<file path="src/rtl/blit_seq_pkg.sv">
package blit_seq_pkg;

   typedef enum logic [2:0] {
      SLOT_IDLE = 3'd0,
      SLOT_A    = 3'd1,
      SLOT_B    = 3'd2,
      SLOT_C    = 3'd3,
      SLOT_D    = 3'd4
   } slot_e;

   typedef enum logic [1:0] {
      ST_IDLE = 2'd0,
      ST_RUN  = 2'd1,
      ST_DONE = 2'd2
   } seq_st_e;

   // three sources plus one destination slot fill at most four positions
   localparam int GRP_MAX = 4;
   localparam int POS_W   = 2;
   localparam int GLEN_W  = 3;

   // idle slots appended to every word group
   function automatic logic [1:0] pad_slots(input logic [3:0] code);
      case (code)
         4'h4:                                     return 2'd2;
         4'hF, 4'hE, 4'hD, 4'hB, 4'hA, 4'h9, 4'h0: return 2'd0;
         default:                                  return 2'd1;
      endcase
   endfunction

   // trailing flush write is preceded by an idle slot
   function automatic logic flush_lead(input logic [3:0] code);
      return (code == 4'hD) || (code == 4'hB) || (code == 4'h9);
   endfunction

endpackage

</file>
<file path="src/rtl/slot_pattern_dec.sv">
module slot_pattern_dec
   import blit_seq_pkg::*;
(
   input  logic [3:0]        code_i,
   output slot_e             tmpl_o [GRP_MAX],
   output logic [GLEN_W-1:0] glen_o,
   output logic [1:0]        tlen_o,
   output logic              lag_o,
   output logic              tlead_o
);

   slot_e             fill [GRP_MAX];
   logic [GLEN_W-1:0] nfill;

   // pack the enabled channels into consecutive positions
   always_comb begin
      for (int i = 0; i < GRP_MAX; i++) fill[i] = SLOT_IDLE;
      nfill = '0;
      if (code_i[3]) begin
         fill[nfill[POS_W-1:0]] = SLOT_A;
         nfill = nfill + 3'd1;
      end
      if (code_i[2]) begin
         fill[nfill[POS_W-1:0]] = SLOT_B;
         nfill = nfill + 3'd1;
      end
      if (code_i[1]) begin
         fill[nfill[POS_W-1:0]] = SLOT_C;
         nfill = nfill + 3'd1;
      end
      if (code_i[0]) begin
         fill[nfill[POS_W-1:0]] = SLOT_D;
         nfill = nfill + 3'd1;
      end
   end

   // positions past the channel slots become padding idles
   for (genvar g = 0; g < GRP_MAX; g++) begin : g_pos
      assign tmpl_o[g] = (GLEN_W'(g) < nfill) ? fill[g] : SLOT_IDLE;
   end

   assign glen_o  = nfill + {1'b0, pad_slots(code_i)};
   assign lag_o   = code_i[0] & (|code_i[3:1]);
   assign tlead_o = flush_lead(code_i);
   assign tlen_o  = lag_o ? (tlead_o ? 2'd2 : 2'd1) : 2'd0;

endmodule

</file>
<file path="src/rtl/slot_walker.sv">
module slot_walker
   import blit_seq_pkg::*;
#(
   parameter int IDX_W = 10
) (
   input  logic              clk_i,
   input  logic              rst_ni,
   input  logic              load_i,
   input  logic              step_i,
   input  logic [GLEN_W-1:0] glen_i,
   input  logic [1:0]        tlen_i,
   input  logic [IDX_W-1:0]  last_i,
   output logic [POS_W-1:0]  pos_o,
   output logic [IDX_W-1:0]  word_o,
   output logic              tail_o,
   output logic              final_o
);

   logic [POS_W-1:0] pos_q;
   logic [IDX_W-1:0] word_q;
   logic             tail_q;
   logic             grp_end, tail_end, last_word;

   assign grp_end   = ({1'b0, pos_q} == (glen_i - 3'd1));
   assign tail_end  = (pos_q == (tlen_i - 2'd1));
   assign last_word = (word_q == last_i);
   assign final_o   = tail_q ? tail_end
                             : (grp_end && last_word && (tlen_i == 2'd0));

   always_ff @(posedge clk_i) begin
      if (!rst_ni || load_i) begin
         pos_q  <= '0;
         word_q <= '0;
         tail_q <= 1'b0;
      end else if (step_i) begin
         if (tail_q) begin
            pos_q <= pos_q + 2'd1;
         end else if (grp_end) begin
            pos_q <= '0;
            if (last_word) tail_q <= 1'b1;
            else           word_q <= word_q + 1'b1;
         end else begin
            pos_q <= pos_q + 2'd1;
         end
      end
   end

   assign pos_o  = pos_q;
   assign word_o = word_q;
   assign tail_o = tail_q;

endmodule

</file>
<file path="src/rtl/slot_emit.sv">
module slot_emit
   import blit_seq_pkg::*;
#(
   parameter int IDX_W = 10
) (
   input  logic             run_i,
   input  slot_e            tmpl_i [GRP_MAX],
   input  logic [POS_W-1:0] pos_i,
   input  logic [IDX_W-1:0] word_i,
   input  logic [IDX_W-1:0] last_i,
   input  logic             tail_i,
   input  logic             tlead_i,
   input  logic             lag_i,
   output slot_e            slot_o,
   output logic [IDX_W-1:0] idx_o
);

   slot_e kind;

   assign kind = tmpl_i[pos_i];

   always_comb begin
      slot_o = SLOT_IDLE;
      idx_o  = '0;
      if (run_i) begin
         if (tail_i) begin
            if (!(tlead_i && (pos_i == '0))) begin
               slot_o = SLOT_D;
               idx_o  = last_i;
            end
         end else begin
            case (kind)
               SLOT_D: begin
                  if (!lag_i) begin
                     slot_o = SLOT_D;
                     idx_o  = word_i;
                  end else if (word_i != '0) begin
                     slot_o = SLOT_D;
                     idx_o  = word_i - 1'b1;
                  end
               end
               SLOT_IDLE: ;
               default: begin
                  slot_o = kind;
                  idx_o  = word_i;
               end
            endcase
         end
      end
   end

endmodule

</file>
<file path="src/rtl/blit_dma_sequencer.sv">
module blit_dma_sequencer
   import blit_seq_pkg::*;
#(
   parameter  int MAX_WORDS = 1024,
   localparam int CNT_W     = $clog2(MAX_WORDS + 1),
   localparam int IDX_W     = (MAX_WORDS > 1) ? $clog2(MAX_WORDS) : 1
) (
   input  logic             clk_i,
   input  logic             rst_ni,
   input  logic             start_i,
   input  logic [3:0]       chan_en_i,
   input  logic [CNT_W-1:0] words_i,
   input  logic             grant_i,
   output logic [2:0]       slot_o,
   output logic [IDX_W-1:0] idx_o,
   output logic             done_o
);

   if (MAX_WORDS < 1) begin : g_bad_min
      $error("blit_dma_sequencer: MAX_WORDS must be at least 1");
   end
   if (MAX_WORDS > (1 << 20)) begin : g_bad_max
      $error("blit_dma_sequencer: MAX_WORDS above supported range");
   end

   seq_st_e           st_q, st_d;
   logic [3:0]        code_q;
   logic [IDX_W-1:0]  last_q;
   logic              words_ok, accept, run, step;

   slot_e             tmpl [GRP_MAX];
   logic [GLEN_W-1:0] glen;
   logic [1:0]        tlen;
   logic              lag, tlead;
   logic [POS_W-1:0]  pos;
   logic [IDX_W-1:0]  word;
   logic              tail, last_slot;
   slot_e             slot;

   assign words_ok = (words_i != '0) && (words_i <= CNT_W'(MAX_WORDS));
   assign accept   = (st_q == ST_IDLE) && start_i && words_ok;
   assign run      = (st_q == ST_RUN);
   assign step     = run && grant_i;

   always_comb begin
      st_d = st_q;
      case (st_q)
         ST_IDLE: if (accept) st_d = (chan_en_i == 4'h0) ? ST_DONE : ST_RUN;
         ST_RUN:  if (step && last_slot) st_d = ST_DONE;
         ST_DONE: st_d = ST_IDLE;
         default: st_d = ST_IDLE;
      endcase
   end

   always_ff @(posedge clk_i) begin
      if (!rst_ni) begin
         st_q   <= ST_IDLE;
         code_q <= '0;
         last_q <= '0;
      end else begin
         st_q <= st_d;
         if (accept) begin
            code_q <= chan_en_i;
            last_q <= IDX_W'(words_i - 1'b1);
         end
      end
   end

   slot_pattern_dec u_dec (
      .code_i  (code_q),
      .tmpl_o  (tmpl),
      .glen_o  (glen),
      .tlen_o  (tlen),
      .lag_o   (lag),
      .tlead_o (tlead)
   );

   slot_walker #(.IDX_W(IDX_W)) u_walk (
      .clk_i   (clk_i),
      .rst_ni  (rst_ni),
      .load_i  (accept),
      .step_i  (step),
      .glen_i  (glen),
      .tlen_i  (tlen),
      .last_i  (last_q),
      .pos_o   (pos),
      .word_o  (word),
      .tail_o  (tail),
      .final_o (last_slot)
   );

   slot_emit #(.IDX_W(IDX_W)) u_emit (
      .run_i   (run),
      .tmpl_i  (tmpl),
      .pos_i   (pos),
      .word_i  (word),
      .last_i  (last_q),
      .tail_i  (tail),
      .tlead_i (tlead),
      .lag_i   (lag),
      .slot_o  (slot),
      .idx_o   (idx_o)
   );

   assign slot_o = slot;
   assign done_o = (st_q == ST_DONE);

endmodule

</file>
<file path="config.mk">
export PLATFORM = sky130hd
export DESIGN_NAME = blit_dma_sequencer
export DESIGN_NICKNAME = d
export VERILOG_FILES = /design/src/rtl/blit_seq_pkg.sv /design/src/rtl/slot_pattern_dec.sv /design/src/rtl/slot_walker.sv /design/src/rtl/slot_emit.sv /design/src/rtl/blit_dma_sequencer.sv
export SDC_FILE = /design/constraint.sdc
export NUM_CORES = 1
export LEC_CHECK = 0
export BUFFER_PORTS_ARGS = -buffer_cell sky130_fd_sc_hd__buf_2
export CAP_MARGIN = 20
export CORE_MARGIN = 3
export CORE_UTILIZATION = 50
export CTS_CLUSTER_DIAMETER = 60
export DETAILED_ROUTE_END_ITERATION = 6
export PLACE_DENSITY_LB_ADDON = 0.08
export SYNTH_ARGS = -nofsm -noshare
export SYNTH_HDL_FRONTEND = slang
export SYNTH_SLANG_ARGS = --single-unit
</file>
<file path="constraint.sdc">
create_clock -name clk_i -period 3.59 [get_ports clk_i]
set_clock_uncertainty 0.2 [all_clocks]
set_input_delay 0 -clock clk_i [delete_from_list [all_inputs] [get_ports clk_i]]
set_output_delay 0 -clock clk_i [all_outputs]
set_load 0.01 [all_outputs]
</file>
==> summary.txt, run 1 <==
crit-path cells: fa_2, ha_4, inv_2, ha_4, and2b_2, buf_4, a21oi_4, o21ai_2, o32ai_2, nand2_1, or3_1, a311oi_2, buf_2
multi-input combinational cell area: 2221 um^2
pre-CTS setup slack: -122.6 ps
Hold Crit Depth: 5
ranking of synthesized cells by area: dfxtp_1 (22%), xnor2_1 (8.4%), ha_1 (7.6%)
Slew headroom: 46.79%
TritonRoute pass-1 iters: 4
kind of cell adding the most delay to the critical path: adder cells
cells on worst reg2reg path: 17
die area: 6545 um^2
post-DP HPWL: 5.426 mm
leakage: 1.578 nW
Routed Antenna Nets: 0
GRT overflow: 0
core area: 5270 um^2
worst r2r src: code_q[3]$_SDFFE_PN0P_
register area: 629.4 um^2
max cap viols: 0
Setup WS post-layout: -95.92 ps
wire per inst: 15.32 um
IO buf count: 32
RSZ-0062 raised after global routing: yes
gr usage total: 24.13%
Crit. End Element: output port
worst path required time: 3390 ps
post-layout net count: 461
CTS buffer count: 5
CTS tree: yes
final wirelength: 7.582 mm
asr flop ratio synth: 0%
Yosys cell types: 66
highest-delay cell along the critical path: fa_2
final critical-path required period: 3686 ps
n_diodes: 0
Synth Net Count: 390
Worst-Margin Slew: 791.4 ps
Hold Startpoint: start_i
worst skew pair latency: 290 ps
Rows: 26
largest buffer count on any clock path: 2
first-pass GRT wire length: 12.32 mm
fmax: 0.2713 GHz
final hold slack: 198.7 ps
largest net degree at the start of global routing: 29
Die W: 80.90 um
Synth-to-Final Area Change: 33.94%
startpoint types: register
period utilization: 102.7%
Die Height: 80.90 um
I/O pin cnt: 33
Worst Setup SP: code_q[3]$_SDFFE_PN0P_
Syn Std Cell Area: 2805 um^2
Sink Count: 31
Max stage delay on crit path: 600 ps
Most common cell on crit path: ha_4
share of layout cells above drive strength 1: 30.59%
DR vias/cell: 5.739
Bufs and invs on worst path: 3
Starting Density: 53.23%
most common cell after layout, fill and taps aside: nand2_1
hold crit path type: primary input to register
area share of the largest cell type after synthesis: 22.12%
status: finished, violations left
Root Buffer: clkbuf_8
CP Class: register to output port
clock-pin transition on the worst setup and hold timing paths: 70 ps
number of synthesized flops with an enable pin: 0
Slew Viols, Final: 0
failing checks: setup timing
Worst Path Arrival: 3490 ps
GPL Wtd Cong: 0.9275
Peak VDD IR: 0.0001877 V
Levels on crit path: 13
final setup fails: 2
antenna violations before repair: 0
area leader, netlist: dfxtp_1
DRC: 0
# H-tree levels: 2
fill cell count: 431
Vias: 2841
register area share after synthesis: 22.12%
cells after synthesis: 353
1st-iter DRT viols: 293
Post-Syn Area per Cell: 7.947 um^2
most frequent cells in the layout: nand2_1 (39), buf_2 (32), dfxtp_1 (28)
Synth Warn #: 0
PwrDens: 246.2 nW/um^2
vias in the first global route: 2608
CP max FO: 5
Post-synth top flop: dfxtp_1
flops & latches, synth: 31
Final Hold Viols: 0
==> flip-flops by register name (all words and copies together) (netlist names), named ones only <==
name,flops
last_q,10
u_walk.word_o,10
code_q,4
st_q,2
u_walk.pos_o,2
u_walk.tail_o,1
==> power by group <==
part	internal [mW]	switching (mW)
Sequential	0.358	0.0154
Combinational	0.143	0.143
Clock	0.135	0.131
Total	0.636	0.289
==> worst register-to-register path: stages (launching register included) <==
cell and delay, ps:
dfxtp_4 370, inv_4 70, ha_4 120, and2b_2 210, or2_4 260, ha_4 270
o21ai_2 50, ha_1 300, inv_2 70, ha_4 190, xor2_2 150, nor2_2 150
nand4bb_4 120, or3_4 380, buf_6 160, nor3_4 170, xnor2_1 140, nor2_1 50
==> cells in the mapped netlist, types with 3 or more instances <==
cell      instances
o21ai_1           6
a31oi_1           3
nor2b_1           7
inv_1            22
nand3b_1          4
a21oi_1          15
xor2_1            6
nor2_1           28
buf_2             8
mux2i_1           7
nor3_1            5
nand2_1          41
ha_1             17
nor4_1            4
o31ai_1           3
xnor2_1          27
o211ai_1          3
nand3_1          14
or3_1             4
nand4b_1          3
nand4_1           7
o21ai_0           7
dfxtp_1          31
nor3_2            5
nand2b_1          4
clkbuf_1          8
nor3b_1           3
o211a_1          10
==> final timing paths <==
kind	end	slack, ps
hold reg to reg	last_q[1]$_SDFFE_PN0P_	340
setup reg to reg	u_walk.word_o[4]$_SDFFE_PP0P_	30
setup / recovery	idx_o[0]	-100
hold / removal	st_q[0]$_SDFFE_PN0P_	200
==> metal layers <==
layer | vias to the layer above | track usage (%) | wire length, um
met1 | 1322 | 33.13 | 3626
met3 | 9 | 5.654 | 479
met4 | 0 | 6.419 | 91
met5 | - | 0 | 0
met2 | 118 | 37.77 | 3384
li1 | 1392 | - | -
==> cells by family after synthesis <==
kind of cell,Yosys count,share of synthesized area (%)
AOI/OAI and AO/OA,70,19.45
xor gates and xnor gates,34,10.88
adders and majority gates,18,8.296
buffers and inverters,45,7.003
DFF,31,22.12
muxes,7,2.498
and+or+nand+nor,148,29.75
==> cell type report <==
type	count	share of cell area, %
clock inverters	2	0.3330
well taps	70	2.331
clock buffers	6	1.931
multi-input cells	277	59.11
inverters	23	2.431
repair buffers	86	17.12
flip-flops and latches	31	16.75
==> through the flow <==
| step | total power, mW | util (%) | setup TNS, ps | cells | area (um^2) |
|---|---|---|---|---|---|
| final | 0.9250 | 71.30 | -110.0 | 495 | 3757 |
| after CTS | 0.9042 | 68.21 | -69.80 | 491 | 3595 |
| after detailed placement | 0.6157 | 60.52 | -584.0 | 457 | 3189 |
| after global placement | 0.6112 | 60.52 | -191.2 | 457 | 3189 |
| after floorplan | 0.5488 | - | -87.68 | 353 | 2865 |
| after global routing | 0.9825 | 71.30 | -1303 | 495 | 3757 |
==> timing repair <==
item,4_1_cts,5_1_grt
pin swaps,7,17
hold buffers,22,0
buffers inserted,3,4
gates resized for setup,17,28
endpoints found under the hold margin,20,0
cloned,1,0
setup endpoints to repair,17,23
Note: power is estimated with default switching activity, not from simulation.
==> run 2, diff against run 1 <==
--- a/config.mk
+++ b/config.mk
@@ -7,7 +7,6 @@
 export LEC_CHECK = 0
 export BUFFER_PORTS_ARGS = -buffer_cell sky130_fd_sc_hd__buf_2
 export CAP_MARGIN = 20
-export CORE_MARGIN = 3
 export CORE_UTILIZATION = 50
 export CTS_CLUSTER_DIAMETER = 60
 export DETAILED_ROUTE_END_ITERATION = 6
==> run 2 against run 1 <==
  * The run still ends with setup timing left
  * Setup slack worse by 43 ps
  * Total power is 0.85% higher
  * Sequential power hardly changed
  * Design area up 0.37%
  * Register-to-register slack worse by 60 ps
  * Cell count fell by 0.61%
  * Critical path depth is 1 lower
  * Hold slack better by 17 ps
==> summary.txt, run 2 (synthesis gave the netlist of run 1 again) <==
final hold slack: 215.4 ps
power share of the clock group: 28.8%
first-pass GRT wire length: 12.99 mm
Sequential Power Share: 40.1%
# H-tree levels: 2
final setup fails: 7
GPL Wtd Cong: 0.9449
I/O pin cnt: 33
Worst-Margin Slew: 960.5 ps
Final Hold Viols: 0
Worst Setup SP: code_q[3]$_SDFFE_PN0P_
Slew Viols, Final: 0
IO buf count: 32
hold crit path type: primary input to register
Sink Count: 31
antenna violations before repair: 0
Die Height: 76.90 um
fmax: 0.2682 GHz
largest net degree at the start of global routing: 29
1st-iter DRT viols: 239
DR vias/cell: 5.695
Setup WS post-layout: -139.2 ps
startpoint types: register
P_int: 0.6389 mW
Finished Cell Area: 3771 um^2
Starting Density: 53.23%
worst skew pair latency: 280 ps
RSZ-0062 raised after global routing: yes
Rows: 26
Slew headroom: 35.42%
GRT overflow: 0
CP Class: register to output port
Switch Pwr: 0.2940 mW
pre-CTS setup slack: -135.7 ps
final critical-path required period: 3729 ps
worst path required time: 3390 ps
Placed Area: 3182 um^2
final wirelength: 7.910 mm
worst r2r src: code_q[3]$_SDFFE_PN0P_
Die W: 76.90 um
Vias: 2802
wire per inst: 16.08 um
switching fraction of total power: 31.51%
Synth-to-Final Area Change: 34.43%
largest buffer count on any clock path: 2
clock-pin transition on the worst setup and hold timing paths: 70 ps
leakage: 1.574 nW
gr usage total: 27.35%
most common cell after layout, fill and taps aside: nand2_1
PwrDens: 247.4 nW/um^2
CP max FO: 5
period utilization: 103.9%
Crit. End Element: output port
vias in the first global route: 2701
core area: 5270 um^2
max cap viols: 0
Root Buffer: clkbuf_8
Worst Path Arrival: 3530 ps
DRC: 0
Peak VDD IR: 0.0001996 V
status: finished, violations left
Hold Startpoint: start_i
Routed Antenna Nets: 0
post-DP HPWL: 5.361 mm
most frequent cells in the layout: nand2_1 (40), buf_2 (32), buf_4 (30)
CTS buffer count: 5
post-layout net count: 458
TritonRoute pass-1 iters: 4
share of layout cells above drive strength 1: 31.04%
CTS tree: yes
die area: 5914 um^2
n_diodes: 0
failing checks: setup timing
combinational share of power: 31.1%
Final Util: 71.56%
post-route setup TNS: -331.7 ps
==> run 2: cell count changes in the layout (fill, tap and decap cells not counted), moves of 2 or more <==
cell           delta
buf_4             +3
buf_6             -4
nor2_2            -2
buf_8             +2
a21oi_2           +2
dlygate4sd3_1     -4
==> run 2: worst paths after layout <==
| check | endpoint | slack, ps | cells past startpoint |
|---|---|---|---|
| worst max register to register | u_walk.word_o[9]$_SDFFE_PP0P_ | -30 | 17 |
| worst max-delay path | idx_o[0] | -140 | 12 |
| worst min-delay path | st_q[0]$_SDFFE_PN0P_ | 220 | 5 |
| worst min register to register | last_q[7]$_SDFFE_PN0P_ | 350 | 1 |
==> run 2: power groups by stage <==
stage                     clock network, mW  logic (mW)  registers, mW
after floorplan                           0       0.172          0.376
after global placement                    0       0.229          0.381
after CTS                             0.272       0.265          0.374
after global routing                  0.292       0.317          0.377
final                                 0.269       0.290          0.374
after detailed placement                  0       0.233          0.382
==> run 2: final cells by class <==
type	instances	area, um^2
clock buffers	7	76.32
clock inverters	1	5.005
fillers	435	1499
inverters	23	91.34
multi-input cells	277	2272
flip-flops and latches	31	628.1
well taps	70	87.58
repair buffers	83	610.6
==> run 2: what timing repair did <==
action,CTS,global route
hold endpoints to repair,20,0
cloned,1,0
buffers inserted,4,6
resized for setup,20,30
setup endpoints to repair,16,22
pin swaps,12,17
hold buffers,18,0
==> run 2: per-stage QoR <==
step	instances	power (mW)
after global placement	456	0.6101
after global routing	492	0.9856
after CTS	487	0.9112
final	492	0.9329
after floorplan	353	0.5488
after detailed placement	456	0.6151
==> run 2: worst max-delay path, stage by stage, from the launching register on <==
cell and delay, ps:
dfxtp_4 370, fa_2 610, ha_4 150, inv_2 40, ha_4 270, and2b_2 240, nor2_4 150, a21oi_2 90
o32ai_2 330, nand2_1 130, or3_4 360, a311oi_4 310, buf_2 190
==> run 2: per-layer routing <==
metal | global-route usage (%) | wire (um) | vias to the layer above
met5 | 0 | 0 | -
met4 | 9.615 | 175 | 0
met3 | 4.762 | 416 | 19
met2 | 43.30 | 3649 | 97
met1 | 37.00 | 3669 | 1307
li1 | - | - | 1379
==> run 3, diff against run 2 <==
--- a/config.mk
+++ b/config.mk
@@ -6,7 +6,6 @@
 export NUM_CORES = 1
 export LEC_CHECK = 0
 export BUFFER_PORTS_ARGS = -buffer_cell sky130_fd_sc_hd__buf_2
-export CAP_MARGIN = 20
 export CORE_UTILIZATION = 50
 export CTS_CLUSTER_DIAMETER = 60
 export DETAILED_ROUTE_END_ITERATION = 6
@@ -14,3 +13,4 @@
 export SYNTH_ARGS = -nofsm -noshare
 export SYNTH_HDL_FRONTEND = slang
 export SYNTH_SLANG_ARGS = --single-unit
+export TNS_END_PERCENT = 100
==> constraint.sdc (replaced) <==
create_clock -name clk_i -period 3.59 [get_ports clk_i]
set_clock_uncertainty 0.2 [all_clocks]
set_input_delay 0 -clock clk_i [delete_from_list [all_inputs] [get_ports clk_i]]
set_output_delay 0 -clock clk_i [all_outputs]
set_load 0.02 [all_outputs]
==> run 3 against run 2 <==
  * The run still ends with setup timing left
  * First-iteration DRC count up 38%
  * Non-clock buffer count up 13
  * Combinational power up 13%
  * Register-to-register slack worse by 80 ps
  * Highest routed layer unchanged
  * Hold slack worse by 33 ps
  * Core utilization up 3.9 points
  * Total power up 4.6%
  * Flip-flop and latch count unchanged
  * Critical path depth up 1
  * Largest cell class unchanged
  * Sequential power about the same
  * Design area up 5.4%
  * Via count up 6.1%
  * Critical endpoint unchanged
==> summary.txt, run 3 (synthesis gave the netlist of run 1 again) <==
status: finished, violations left
failing checks: setup timing
DRC: 0
Slew Viols, Final: 0
max cap viols: 0
post-layout net count: 471
Final Util: 75.43%
Root Buffer: clkbuf_8
worst path required time: 3390 ps
Die Height: 76.90 um
TritonRoute pass-1 iters: 5
vias in the first global route: 2646
n_diodes: 0
Placed Area: 3173 um^2
die area: 5914 um^2
largest net degree at the start of global routing: 29
Levels on crit path: 13
CTS tree: yes
fill cell count: 382
DR vias/cell: 5.885
IO buf count: 32
final setup fails: 15
Routed Antenna Nets: 0
GPL Wtd Cong: 0.9172
post-DP HPWL: 5.241 mm
Hold Crit Depth: 5
CP Class: register to output port
most frequent cells in the layout: buf_4 (42), nand2_1 (40), dfxtp_1 (29)
Die W: 76.90 um
share of layout cells above drive strength 1: 34.02%
final hold slack: 182.7 ps
fmax: 0.2626 GHz
Vias: 2972
kind of cell adding the most delay to the critical path: adder cells
Slew headroom: 41.72%
Final Hold Viols: 0
crit-path cells: fa_2, ha_4, inv_2, ha_4, and2b_2, buf_4, a21oi_2, o21ai_2, o32ai_2, nand2_1, or3_4, a311oi_2, buf_4
largest buffer count on any clock path: 2
register area: 628.1 um^2
Setup WS post-layout: -218.5 ps
Rows: 26
first-pass GRT wire length: 12.46 mm
Worst-Margin Slew: 866.8 ps
Sink Count: 31
startpoint types: register
1st-iter DRT viols: 330
worst skew pair latency: 300 ps
CTS buffer count: 5
hold crit path type: primary input to register
Crit. End Element: output port
wire per inst: 16.03 um
clock-pin transition on the worst setup and hold timing paths: 70 ps
Worst Path Arrival: 3610 ps
# H-tree levels: 2
Bufs and invs on worst path: 3
gr usage total: 26.38%
I/O pin cnt: 33
leakage: 1.665 nW
cells on worst reg2reg path: 17
final wirelength: 8.093 mm
PwrDens: 245.5 nW/um^2
period utilization: 106.1%
most common cell after layout, fill and taps aside: buf_4
post-route setup TNS: -1119 ps
multi-input combinational cell area: 2313 um^2
highest-delay cell along the critical path: fa_2
Finished Cell Area: 3975 um^2
RSZ-0062 raised after global routing: yes
core area: 5270 um^2
antenna violations before repair: 0
Starting Density: 53.23%
final critical-path required period: 3809 ps
Max stage delay on crit path: 640 ps
Synth-to-Final Area Change: 41.70%
CP max FO: 5
Peak VDD IR: 0.0002253 V
GRT overflow: 0
run 3: per-stage QoR:
stage                     std cells  power [mW]  setup WS, ps
after floorplan                 353      0.5493        -44.23
after global placement          454      0.6132        -65.49
after detailed placement        454      0.6170        -128.0
after CTS                       500      0.9225        -111.7
after global routing            505       1.028        -311.4
final                           505      0.9758        -218.5
run 3: power by group:
group	internal [mW]	switching [mW]
sequential	0.358	0.0156
combinational	0.169	0.160
clock	0.135	0.138
run 3: layout make-up:
| cell class | count | share of cell area [%] |
|---|---|---|
| multi-input combinational | 277 | 58.20 |
| timing repair buffer | 96 | 19.36 |
| sequential | 31 | 15.80 |
| inverter | 23 | 2.298 |
| tap | 70 | 2.203 |
| clock buffer | 6 | 1.826 |
| clock inverter | 2 | 0.3148 |
run 3: worst min-delay path: stages:
cell and delay (ps):
buf_2 90, nor4b_2 140, buf_4 220, nand2b_1 100
a21boi_0 70
run 3: path summary, 6_finish.rpt:
check | to | slack (ps) | from
max reg2reg | u_walk.word_o[6]$_SDFFE_PP0P_ | -110 | code_q[3]$_SDFFE_PN0P_
min | st_q[0]$_SDFFE_PN0P_ | 180 | start_i
max | idx_o[0] | -220 | code_q[2]$_SDFFE_PN0P_
min reg2reg | last_q[8]$_SDFFE_PN0P_ | 350 | last_q[8]$_SDFFE_PN0P_
run 3: metal layers:
layer  track usage [%]  wire (um)
met5                 0          0
met4             8.654        136
met2             42.95       3882
met1             34.95       3568
met3             4.643        505
run 3: what timing repair did:
action,in CTS,in global routing
hold buffers,23,0
endpoints found under the hold margin,20,0
pin swaps,15,25
buffers inserted,14,5
gates cloned,1,0
resized for setup,22,48
endpoints found under the setup margin,19,22
